`src/rtl/sysreg_pkg.sv`:
```
package sysreg_pkg;

  typedef enum logic {
    SEL_VBASE = 1'b0,
    SEL_ISTAT = 1'b1
  } reg_sel_e;

  typedef struct packed {
    logic abort_act;
    logic irq_act;
    logic fiq_act;
  } istat_bits_t;

  // Assemble the status word from the synchronized active-high levels.
  function automatic logic [31:0] pack_istat(input istat_bits_t b,
                                             input int abort_pos,
                                             input int irq_pos,
                                             input int fiq_pos);
    logic [31:0] w;
    w = '0;
    w[abort_pos] = b.abort_act;
    w[irq_pos]   = b.irq_act;
    w[fiq_pos]   = b.fiq_act;
    return w;
  endfunction

endpackage

```
`src/rtl/sysreg_perm_check.sv`:
```
module sysreg_perm_check
  import sysreg_pkg::*;
(
  input  logic     rd_i,
  input  logic     wr_i,
  input  reg_sel_e sel_i,
  input  logic     secure_i,
  input  logic     priv_i,
  input  logic     wlock_i,
  output logic     rd_ok_o,
  output logic     vbase_we_o,
  output logic     fault_o
);

  logic any_acc;
  logic is_wr;
  logic is_rd;
  logic allowed;

  assign any_acc = rd_i | wr_i;
  assign is_wr   = wr_i;            // a write wins over a simultaneous read
  assign is_rd   = rd_i & ~wr_i;

  always_comb begin
    unique case (sel_i)
      SEL_VBASE: allowed = secure_i & priv_i & ~(is_wr & wlock_i);
      SEL_ISTAT: allowed = priv_i & ~is_wr;
      default:   allowed = 1'b0;
    endcase
  end

  assign fault_o    = any_acc & ~allowed;
  assign rd_ok_o    = is_rd & allowed;
  assign vbase_we_o = is_wr & allowed & (sel_i == SEL_VBASE);

endmodule

```
`src/rtl/sysreg_vbase.sv`:
```
module sysreg_vbase #(
  parameter int DATA_W = 32
) (
  input  logic              clk,
  input  logic              rst_n,
  input  logic              we_i,
  input  logic [DATA_W-1:0] wdata_i,
  output logic [DATA_W-1:0] q_o
);

  always_ff @(posedge clk or negedge rst_n) begin
    if (!rst_n) q_o <= '0;
    else if (we_i) q_o <= wdata_i;
  end

endmodule

```
`src/rtl/sysreg_level_sync.sv`:
```
module sysreg_level_sync #(
  parameter int WIDTH  = 3,
  parameter int STAGES = 2
) (
  input  logic             clk,
  input  logic             rst_n,
  input  logic [WIDTH-1:0] d_i,
  output logic [WIDTH-1:0] q_o
);

  logic [WIDTH-1:0] chain [STAGES];

  always_ff @(posedge clk or negedge rst_n) begin
    if (!rst_n) chain[0] <= '0;
    else chain[0] <= d_i;
  end

  for (genvar s = 1; s < STAGES; s++) begin : g_stage
    always_ff @(posedge clk or negedge rst_n) begin
      if (!rst_n) chain[s] <= '0;
      else chain[s] <= chain[s-1];
    end
  end

  assign q_o = chain[STAGES-1];

endmodule

```
`src/rtl/sysreg_access_unit.sv`:
```
module sysreg_access_unit
  import sysreg_pkg::*;
#(
  parameter int DATA_W      = 32,
  parameter int SYNC_STAGES = 2,
  parameter int ABORT_POS   = 8,
  parameter int IRQ_POS     = 7,
  parameter int FIQ_POS     = 6
) (
  input  logic              clk,
  input  logic              rst_n,
  input  logic              sel_i,
  input  logic              rd_i,
  input  logic              wr_i,
  input  logic [DATA_W-1:0] wdata_i,
  input  logic              secure_i,
  input  logic              priv_i,
  input  logic              wlock_i,
  input  logic              fiq_n_i,
  input  logic              irq_n_i,
  input  logic              ext_abort_i,
  output logic [DATA_W-1:0] rdata_o,
  output logic              undef_o
);

  localparam int NSRC = 3;

  reg_sel_e          sel;
  logic              rd_ok;
  logic              vbase_we;
  logic              fault;
  logic [DATA_W-1:0] vbase_q;
  logic [NSRC-1:0]   raw_act;
  logic [NSRC-1:0]   sync_act;
  istat_bits_t       istat;
  logic [31:0]       istat_word;

  assign sel = reg_sel_e'(sel_i);

  sysreg_perm_check u_perm (
    .rd_i      (rd_i),
    .wr_i      (wr_i),
    .sel_i     (sel),
    .secure_i  (secure_i),
    .priv_i    (priv_i),
    .wlock_i   (wlock_i),
    .rd_ok_o   (rd_ok),
    .vbase_we_o(vbase_we),
    .fault_o   (fault)
  );

  sysreg_vbase #(.DATA_W(DATA_W)) u_vbase (
    .clk    (clk),
    .rst_n  (rst_n),
    .we_i   (vbase_we),
    .wdata_i(wdata_i),
    .q_o    (vbase_q)
  );

  // Pins are inverted to active-high before synchronizing so reset means idle.
  assign raw_act = {ext_abort_i, ~irq_n_i, ~fiq_n_i};

  sysreg_level_sync #(.WIDTH(NSRC), .STAGES(SYNC_STAGES)) u_sync (
    .clk  (clk),
    .rst_n(rst_n),
    .d_i  (raw_act),
    .q_o  (sync_act)
  );

  assign istat      = istat_bits_t'(sync_act);
  assign istat_word = pack_istat(istat, ABORT_POS, IRQ_POS, FIQ_POS);

  always_comb begin
    rdata_o = '0;
    if (rd_ok) begin
      if (sel == SEL_VBASE) rdata_o = vbase_q;
      else                  rdata_o = DATA_W'(istat_word);
    end
  end

  assign undef_o = fault;

  // ---------------- assertions ----------------
  logic [1:0] cyc;
  always_ff @(posedge clk or negedge rst_n) begin
    if (!rst_n) cyc <= '0;
    else if (cyc != 2'd3) cyc <= cyc + 2'd1;
  end

  AST_FAULT_NEEDS_STROBE: assert property (@(posedge clk) disable iff (!rst_n)
    undef_o |-> (rd_i | wr_i));

  AST_FAULT_ZERO_DATA: assert property (@(posedge clk) disable iff (!rst_n)
    (undef_o | ~rd_i | wr_i) |-> (rdata_o == '0));

  AST_USER_FAULTS: assert property (@(posedge clk) disable iff (!rst_n)
    ((rd_i | wr_i) & ~priv_i) |-> undef_o);

  AST_NONSEC_VBASE_FAULTS: assert property (@(posedge clk) disable iff (!rst_n)
    ((rd_i | wr_i) & ~secure_i & (sel == SEL_VBASE)) |-> undef_o);

  AST_ISTAT_WRITE_FAULTS: assert property (@(posedge clk) disable iff (!rst_n)
    (wr_i & (sel == SEL_ISTAT)) |-> undef_o);

  AST_FAULTED_WRITE_HOLDS: assert property (@(posedge clk) disable iff (!rst_n)
    (wr_i & undef_o) |=> $stable(vbase_q));

  AST_WRITE_LANDS: assert property (@(posedge clk) disable iff (!rst_n)
    (wr_i & ~undef_o & (sel == SEL_VBASE)) |=> (vbase_q == $past(wdata_i)));

  AST_LOCK_BLOCKS_WRITE: assert property (@(posedge clk) disable iff (!rst_n)
    (wr_i & wlock_i & (sel == SEL_VBASE)) |-> undef_o);

  AST_ISTAT_RESERVED_ZERO: assert property (@(posedge clk) disable iff (!rst_n)
    (rd_i & ~wr_i & ~undef_o & (sel == SEL_ISTAT)) |->
      ($countones(rdata_o) == $countones({rdata_o[ABORT_POS], rdata_o[IRQ_POS], rdata_o[FIQ_POS]})));

  if (SYNC_STAGES == 2) begin : g_sync_chk
    AST_IRQ_TWO_EDGE: assert property (@(posedge clk) disable iff (!rst_n)
      (cyc == 2'd3) |-> (istat.irq_act == ~$past(irq_n_i, 2)));
    AST_FIQ_TWO_EDGE: assert property (@(posedge clk) disable iff (!rst_n)
      (cyc == 2'd3) |-> (istat.fiq_act == ~$past(fiq_n_i, 2)));
  end

endmodule

```
`config.mk`:
```
export PLATFORM = sky130hd
export DESIGN_NAME = sysreg_access_unit
export DESIGN_NICKNAME = d
export VERILOG_FILES = /design/src/rtl/sysreg_pkg.sv /design/src/rtl/sysreg_perm_check.sv /design/src/rtl/sysreg_vbase.sv /design/src/rtl/sysreg_level_sync.sv /design/src/rtl/sysreg_access_unit.sv
export SDC_FILE = /design/constraint.sdc
export NUM_CORES = 1
export LEC_CHECK = 0
export ABC_CLOCK_PERIOD_IN_PS = 1100
export BUFFER_PORTS_ARGS = -buffer_cell sky130_fd_sc_hd__buf_2
export CAP_MARGIN = 20
export CORE_MARGIN = 1
export CORE_UTILIZATION = 42
export CTS_CLUSTER_SIZE = 20
export DETAILED_ROUTE_END_ITERATION = 10
export HOLD_SLACK_MARGIN = 0.15
export PLACE_DENSITY = 0.76
export SLEW_MARGIN = 30
export SYNTH_ARGS = -nofsm -noshare
export SYNTH_HDL_FRONTEND = slang
export SYNTH_SLANG_ARGS = --single-unit
```
`constraint.sdc`:
```
create_clock -name clk -period 1.1 [get_ports clk]
set_input_delay 0.11 -clock clk [delete_from_list [all_inputs] [get_ports clk]]
set_output_delay 0.11 -clock clk [all_outputs]
set_load 0.05 [all_outputs]
```
==> flow_summary.yaml, run 1 <==
clock_network:
  clkTransAtPathRegs_ns: 0.07
  cts_made_buffers: 5
  clock_path_buffers: 2
  clkSinkCount: 38
  cts_root_buffer: "clkbuf_8"
  h-tree-depth: 2
  clk_latency_ns: 0.28
  tritoncts: "done"
floorplan:
  core_um2: 3740
  core.rowCount: 22
  dieArea_um2: 4240
  die_height_um: 65.1
  start_util: 0.447
  io_pins: 76
  die_x_um: 65.1
power:
  leakage_nw: 1.58
  ir_drop_mv: 0.884
  p_per_area_nw_per_um2: 1210
routing:
  drt-initial-drc-count: 44
  wl_per_cell_um: 18.9
  first_pass_iters: 4
  route.detailed.drc: 0
  totalWireLength_um: 5680
  antenna_left: 0
  vias: 1512
  via_per_inst: 5.02
logic_synthesis:
  synth_compound_area_frac: 0.00673
  synth_top_family_by_area: "multiplexers"
  ys_types: 17
  synth_area_per_cell_um2: 13.5
  ys_ff_latch: 38
  synth_nets: 167
  ys_seq_area_frac: 0.568
  syn_area_um2: 1670
  synthAdderAreaFrac: 0
  synth_xor_xnor_area_share: 0
  syn_inst: 124
  yosys.area_share.simple: 0.152
  muxShareOfSynthArea: 0.233
  synth_warnings: 0
hold_path:
  holdCritPathClass: "in -> async"
layout:
  layout_common_cells: "buf_2 (40), dfrtp_1 (38), dlygate4sd3_1 (36)"
  final_area_um2: 3320
  drive_above_1_share: 0.680
  antenna_cells: 0
  nets: 296
  layout_commonest_cell: "buf_2"
  area_growth_pct: 98.7
timing:
  finalSetupViolCount: 58
  fin_crit_sh: 1.11
  fin_worst_skew_ns: 0.000491
  layout_setup_ws_ns: -0.123
  fmax_ghz: 0.818
  final.min_clock_period_ns: 1.22
  finalSetupTns_ns: -3.96
  relSlewSlack: 0.714
  hold_viol_final: 0
  tightest_slew_ns: 0.428
  slew_violations: 0
  worst_hold_slack_ns: 0.334
  rsz0062_at_grt: "yes"
global_routing:
  grt_max_degree: 33
  busiest_layer: "met2"
  grt_use_met2: 0.483
  grt_pass1_vias: 1659
  grtUsageMet3: 0.0677
  grt_overflow: 0
  gr-usage-all-layers: 0.250
  antenna_found_initial: 0
  use_met1: 0.246
  grt_pass1_wl_um: 7690
outcome:
  status: "complete, but fails checks"
  violations: "setup timing"
run:
  max_cap_violations: 0
worst_setup_path:
  crit_required_ns: 0.99
  crit_fanout: 7
  cp-end-kind: "primary output"
  cp.arrival_ns: 1.11
  cpMaxStageDelayCell: "nor3_4"
  path_cells: "buf_2 > nand2_2 > nor3_4 > buf_6 > buf_16 > and2_4 > buf_8"
  criticalPathCategory: "in -> out"
  critPathLaunchType: "input pin"
  crit_path_max_incr_delay_ns: 0.22
placement:
  placed_area_um2: 2250
  dp.final_hpwl_um: 2600
  portBuffers: 75
  place.gp.congestion: 0.722
## critical path, delay by kind of cell
family	cells	cell delay, ns
buffers and inverters	4	0.55
AND/OR/NAND/NOR	3	0.46
## state kept, by name, summed over array words and instances, names as in the netlist
signal        cells
u_sync.chain      3
u_vbase.q_o      32
u_sync.q_o        3
## report_power, final
group	leakage [nW]	internal (mW)	switching [mW]	total (mW)
combinational	1.06	0.612	0.346	0.958
clock	0.0573	0.725	0.464	1.19
sequential	0.462	1.68	0.192	1.88
total	1.58	3.02	1.00	4.02
## worst paths after layout
check	from	end	slack, ns	depth (start not counted)
worst max-delay path	rd_i	rdata_o[0]	-0.12	7
worst min-delay path	rst_n	u_sync.chain[3]	0.33	2
worst max register to register	u_vbase.q_o[8]	u_vbase.q_o[8]	0.18	2
worst min register to register	u_sync.chain[5]	u_sync.q_o[2]	0.35	0
max in group asynchronous	rst_n	u_vbase.q_o[27]	0.31	3
min in group clk	u_sync.chain[5]	u_sync.q_o[2]	0.35	0
## repair_timing
| action | in CTS | in global routing |
|---|---|---|
| gates cloned | 2 | 3 |
| hold endpoints to repair | 73 | 0 |
| hold buffers | 36 | 0 |
| pin swaps | 12 | 1 |
| gates resized for setup | 111 | 26 |
| endpoints found under the setup margin | 32 | 65 |
| buffers inserted | 5 | 3 |
## routing by layer
layer  wire, um  share of wire  vias to the layer above
met5          0              0                        -
met4        148          0.026                        0
met3        253          0.045                       14
met2       3250           0.57                       59
met1       2020           0.36                      768
li1           -              -                      671
## per-stage QoR
step                 util  setup slack (ns)  power, mW  std cells
CTS                 0.845           -0.0837       3.84        296
finish              0.888            -0.123       4.02        301
detailed placement  0.601            -0.239       2.47        246
global placement    0.601            -0.210       2.43        246
global route        0.888            -0.178       4.20        301
floorplan               -            -0.178       2.25        124
## area by class of cell
type	count	area, um^2
Clock buffer	6	82.6
Clock inverter	1	30.0
Fill cell	169	420
Inverter	2	7.51
Multi-Input combinational cell	77	877
Sequential cell	38	951
Tap cell	48	60.1
Timing Repair Buffer	129	1320
## logic make-up (layout without fill, tap and decap cells)
group | after synthesis | count (layout)
and+or+nand+nor | 40 | 40
DFF | 38 | 38
muxes | 35 | 35
buffers and inverters | 9 | 138
AOI/OAI and AO/OA | 2 | 2
## Yosys cell counts
cell | number | area [um^2]
or3_1 | 1 | 6.26
mux2_1 | 3 | 33.8
and2_1 | 29 | 181
nand2_1 | 2 | 7.51
nand2b_4 | 1 | 13.8
nor2_1 | 5 | 18.8
mux2i_1 | 3 | 30.0
mux2_2 | 29 | 327
a21oi_1 | 1 | 5.00
dfrtp_1 | 38 | 951
inv_1 | 2 | 7.51
buf_6 | 4 | 45.0
clkbuf_2 | 2 | 10.0
nor3_4 | 1 | 16.3
clkbuf_1 | 1 | 3.75
o22ai_1 | 1 | 6.26
nor3_2 | 1 | 10.0
(Power assumes the default switching activity.)
==> inputs of run 2 (changes only) <==
--- a/config.mk
+++ b/config.mk
@@ -6,14 +6,16 @@
 export NUM_CORES = 1
 export LEC_CHECK = 0
 export ABC_CLOCK_PERIOD_IN_PS = 1100
-export BUFFER_PORTS_ARGS = -buffer_cell sky130_fd_sc_hd__buf_2
 export CAP_MARGIN = 20
+export CELL_PAD_IN_SITES_DETAIL_PLACEMENT = 0
+export CELL_PAD_IN_SITES_GLOBAL_PLACEMENT = 1
 export CORE_MARGIN = 1
 export CORE_UTILIZATION = 42
 export CTS_CLUSTER_SIZE = 20
 export DETAILED_ROUTE_END_ITERATION = 10
+export DONT_BUFFER_PORTS = 1
 export HOLD_SLACK_MARGIN = 0.15
-export PLACE_DENSITY = 0.76
+export PLACE_DENSITY_LB_ADDON = 0.1
 export SLEW_MARGIN = 30
 export SYNTH_ARGS = -nofsm -noshare
 export SYNTH_HDL_FRONTEND = slang
==> flow_summary.yaml, run 2 (synthesis results as in run 1) <==
clock_network:
  clkTransAtPathRegs_ns: 0.07
  clk_latency_ns: 0.28
  cts_root_buffer: "clkbuf_8"
  cts_made_buffers: 5
  clock_path_buffers: 2
  h-tree-depth: 2
  tritoncts: "done"
  clkSinkCount: 38
global_routing:
  grtUsageMet3: 0.0382
  grt_pass1_wl_um: 5370
  grt_pass1_vias: 1150
  grt_overflow: 0
  antenna_found_initial: 0
  grt_max_degree: 39
  use_met1: 0.199
  gr-usage-all-layers: 0.174
  grt_use_met2: 0.303
  busiest_layer: "met2"
worst_setup_path:
  path_cells: "mux2i_2 > nor2_4 > buf_12"
  crit_required_ns: 0.99
  cpMaxStageDelayCell: "dfrtp_1"
  cp_num_cells: 3
  cp-end-kind: "primary output"
  cp_num_buf_inv: 1
  crit_path_max_incr_delay_ns: 0.39
  critPathLaunchType: "flop"
  rrSetupSlack_ns: 0.11
  crit_fanout: 2
  criticalPathCategory: "reg -> out"
  cp.arrival_ns: 1.10
  cp_top_family: "flip-flops"
  reg2regPathDepth: 3
routing:
  route.detailed.drc: 0
  drt-initial-drc-count: 44
  wl_per_cell_um: 15.9
  antenna_left: 0
  first_pass_iters: 2
  vias: 1092
  via_per_inst: 4.96
  totalWireLength_um: 3500
layout:
  top_register: "u_vbase.q_o"
  largest_register_ff_count: 32
  multi_input_area_um2: 806
  nets: 214
  antenna_cells: 0
  drive_above_1_share: 0.500
  n_fill_cell: 303
  layout_common_cells: "dfrtp_1 (38), dlygate4sd3_1 (36), and2_4 (29)"
  reg_top3: "u_vbase.q_o: 32 flops, u_sync.chain: 3 flops, u_sync.q_o: 3 flops"
  layout_commonest_cell: "dfrtp_1"
  regArea_um2: 951
  area_growth_pct: 45.2
  stdcell_count: 220
power:
  leakage_nw: 1.08
  p_total_mw: 3.46
  p_per_area_nw_per_um2: 1420
  ir_drop_mv: 1.07
timing:
  fin_crit_sh: 1.10
  final.min_clock_period_ns: 1.21
  tightest_slew_ns: 0.284
  finalSetupViolCount: 3
  hold_viol_final: 0
  layout_setup_ws_ns: -0.105
  rsz0062_at_grt: "yes"
  fmax_ghz: 0.830
  relSlewSlack: 0.811
  slew_violations: 0
  fin_worst_skew_ns: 0.00216
  worst_hold_slack_ns: 0.268
floorplan:
  io_pins: 76
  core.rowCount: 22
  die_x_um: 65.1
  die_height_um: 65.1
  dieArea_um2: 4240
  start_util: 0.447
  core_um2: 3740
run:
  max_cap_violations: 0
outcome:
  violations: "setup timing"
  status: "complete, but fails checks"
placement:
  dp.final_hpwl_um: 2190
  preCtsSetupSlack_ns: -0.111
  place.gp.congestion: 0.653
  placed_cells_incl_taps: 172
  portBuffers: 0
hold_path:
  worstHoldPathCells: 3
  holdCritPathClass: "in -> reg"
## run 2: cell count changes in the layout (fill, tap and decap cells not counted), moves of 2 or more
| cell | delta |
|---|---|
| and2_4 | +3 |
| buf_6 | -11 |
| buf_16 | -2 |
| mux2_2 | +14 |
| buf_2 | -40 |
| buf_4 | -3 |
| clkbuf_16 | -2 |
| buf_12 | +2 |
| buf_8 | -26 |
| mux2_4 | -15 |
| and2_2 | -3 |
## run 2: routing by layer
| metal | share of wire | up-vias |
|---|---|---|
| met2 | 0.52 | 47 |
| li1 | - | 504 |
| met5 | 0 | - |
| met3 | 0.061 | 6 |
| met1 | 0.40 | 535 |
| met4 | 0.015 | 0 |
## run 2: worst reg2reg max path: stages (launching register included)
cell	delay [ns]
dfrtp_1	0.39
buf_4	0.13
buf_4	0.12
mux2_2	0.24
## run 2: where the power goes
| part | switching [mW] | total, mW | leakage [nW] | internal, mW |
|---|---|---|---|---|
| Sequential | 0.156 | 1.84 | 0.462 | 1.68 |
| Combinational | 0.248 | 0.671 | 0.564 | 0.422 |
| Clock | 0.445 | 0.950 | 0.0482 | 0.505 |
## run 2: per-stage QoR
step / TNS (ns) / cell area (um^2) / util
final: -0.300 / 2430 / 0.649
after floorplan: -6.61 / 1800 / -
after detailed placement: -3.18 / 1890 / 0.506
after global placement: -2.38 / 1890 / 0.506
after CTS: -0.363 / 2390 / 0.639
after global routing: -0.492 / 2430 / 0.649
## run 2: final timing paths
check,start,to
max,u_vbase.q_o[6],rdata_o[6]
min,wlock_i,u_vbase.q_o[11]
max reg2reg,u_vbase.q_o[8],u_vbase.q_o[8]
min reg2reg,u_sync.chain[5],u_sync.q_o[2]
max in group asynchronous,rst_n,u_vbase.q_o[31]
min in group asynchronous,rst_n,u_vbase.q_o[18]
## run 2: final cells by class
| class | instances | share of cell area |
|---|---|---|
| inverters | 2 | 0.00309 |
| multi-input cells | 77 | 0.332 |
| clock inverters | 1 | 0.00206 |
| clock buffers | 7 | 0.0355 |
| repair buffers | 47 | 0.211 |
| flip-flops and latches | 38 | 0.392 |
| well taps | 48 | 0.0247 |
## run 2: repair_timing
item / 4_1_cts / 5_1_grt
buffers inserted: 1 / 1
hold buffers: 37 / 0
endpoints found under the hold margin: 73 / 0
endpoints found under the setup margin: 24 / 32
pin swaps: 1 / 0
cloned: 0 / 1
gates resized for setup: 9 / 12
==> inputs of run 3 (changes only) <==
==> constraint.sdc (replaced) <==
create_clock -name clk -period 1.1 [get_ports clk]
set_input_delay 0.22 -clock clk [delete_from_list [all_inputs] [get_ports clk]]
set_output_delay 0.22 -clock clk [all_outputs]
set_load 0.05 [all_outputs]
==> flow_summary.yaml, run 3 (synthesis results as in run 1) <==
layout:
  largest_register_ff_count: 32
  drive_above_1_share: 0.574
  reg_top3: "u_vbase.q_o: 32 flops, u_sync.chain: 3 flops, u_sync.q_o: 3 flops"
  n_fill_cell: 243
  area_growth_pct: 67.9
  top_register: "u_vbase.q_o"
  layout_common_cells: "dfrtp_1 (38), dlygate4sd3_1 (35), mux2_4 (28)"
  utilization: 0.750
  nets: 230
  antenna_cells: 0
  layout_commonest_cell: "dfrtp_1"
floorplan:
  dieArea_um2: 4240
  die_x_um: 65.1
  core.rowCount: 22
  die_height_um: 65.1
  core_um2: 3740
  io_pins: 76
  start_util: 0.447
placement:
  portBuffers: 0
  place.gp.congestion: 0.686
  dp.final_hpwl_um: 2480
power:
  p_comb_frac: 0.226
  p_per_area_nw_per_um2: 1280
  power.switching_mw: 0.860
  ir_drop_mv: 0.844
  leakage_nw: 1.26
  p_sw_frac: 0.238
  pwr-share-seq: 0.513
  p_int_mw: 2.75
  clockPowerShare: 0.261
timing:
  hold_viol_final: 38
  finalSetupViolCount: 62
  layout_setup_ws_ns: -0.239
  tightest_slew_ns: 0.288
  worst_hold_slack_ns: -0.372
  rsz0062_at_grt: "yes"
  fin_crit_sh: 1.22
  relSlewSlack: 0.807
  fmax_ghz: 0.747
  fin_worst_skew_ns: 0.000539
  finalSetupTns_ns: -10.08
  final.min_clock_period_ns: 1.34
  slew_violations: 0
global_routing:
  grt_overflow: 0
  grt_max_degree: 39
  antenna_found_initial: 0
  gr-usage-all-layers: 0.196
  grt_pass1_vias: 1216
  grt_pass1_wl_um: 6020
worst_setup_path:
  critPathLaunchType: "input pin"
  cpMaxStageDelayCell: "and2_2"
  cp_top_family: "simple AND/OR/NAND/NOR gates"
  crit_path_max_incr_delay_ns: 0.31
  crit_fanout: 7
  crit_required_ns: 0.88
  cp.arrival_ns: 1.12
  cp-end-kind: "primary output"
  cp_num_buf_inv: 1
  criticalPathCategory: "in -> out"
  path_cells: "nand2b_4 > nor3_4 > buf_6 > and2_2"
clock_network:
  h-tree-depth: 2
  clkTransAtPathRegs_ns: 0.07
  clk_latency_ns: 0.28
  cts_made_buffers: 5
  cts_hold_buf: 35
  cts_root_buffer: "clkbuf_8"
  clkSinkCount: 38
  clock_path_buffers: 2
  tritoncts: "done"
routing:
  totalWireLength_um: 4140
  wl_per_cell_um: 17.6
  route.detailed.drc: 0
  antenna_left: 0
  vias: 1183
  first_pass_iters: 4
  via_per_inst: 5.01
  drt-initial-drc-count: 24
outcome:
  violations: "hold timing, setup timing"
  status: "complete, but fails checks"
hold_path:
  holdCritPathClass: "in -> async"
run:
  max_cap_violations: 0
==> run 3: power groups by stage <==
stage / combinational [mW] / clock [mW] / sequential, mW
final: 0.814 / 0.943 / 1.85
after global routing: 0.866 / 1.05 / 1.88
after global placement: 0.583 / 0 / 1.84
after CTS: 0.774 / 0.980 / 1.84
after floorplan: 0.525 / 0 / 1.80
after detailed placement: 0.608 / 0 / 1.85
==> run 3: path summary, 6_finish.rpt <==
path | start | to | slack (ns) | cells after the start
worst max-delay path | sel_i | rdata_o[15] | -0.24 | 4
worst min-delay path | rst_n | u_vbase.q_o[18] | -0.37 | 0
worst max register to register | u_vbase.q_o[8] | u_vbase.q_o[8] | 0.09 | 3
worst min register to register | u_sync.chain[4] | u_sync.q_o[1] | 0.35 | 0
max in group asynchronous | rst_n | u_vbase.q_o[2] | 1.39 | 0
min in group clk | wlock_i | u_vbase.q_o[23] | 0.32 | 3
==> run 3: area by class of cell <==
class / count / area, um^2 / share of cell area
sequential: 38 / 951 / 0.339
clock buffer: 7 / 86.3 / 0.0307
multi-input combinational: 77 / 897 / 0.319
inverter: 2 / 7.51 / 0.00267
tap: 48 / 60.1 / 0.0214
timing repair buffer: 63 / 802 / 0.286
clock inverter: 1 / 5.00 / 0.00178
==> run 3: per-layer routing <==
layer / vias to the layer above / GRT usage / wire length (um)
met2: 48 / 0.326 / 2140
met3: 6 / 0.0625 / 239
li1: 534 / - / -
met5: - / 0 / 0
met1: 595 / 0.241 / 1710
met4: 0 / 0.0652 / 51
==> run 3: what timing repair did <==
item | CTS | global route
setup endpoints to repair | 32 | 62
buffers inserted | 4 | 4
gates resized for setup | 23 | 11
endpoints found under the hold margin | 73 | 38
pin swaps | 10 | 6
gates cloned | 1 | 5
==> run 3: per-stage QoR <==
stage	instances	power [mW]	setup slack, ns	area, um^2	hold slack (ns)
final	236	3.61	-0.239	2810	-0.372
after global placement	181	2.42	-0.261	2120	-0.0748
after detailed placement	181	2.46	-0.282	2120	-0.0745
after floorplan	124	2.33	-0.323	1870	-0.0756
after CTS	229	3.60	-0.219	2660	-0.383
after global routing	236	3.80	-0.290	2810	-0.393
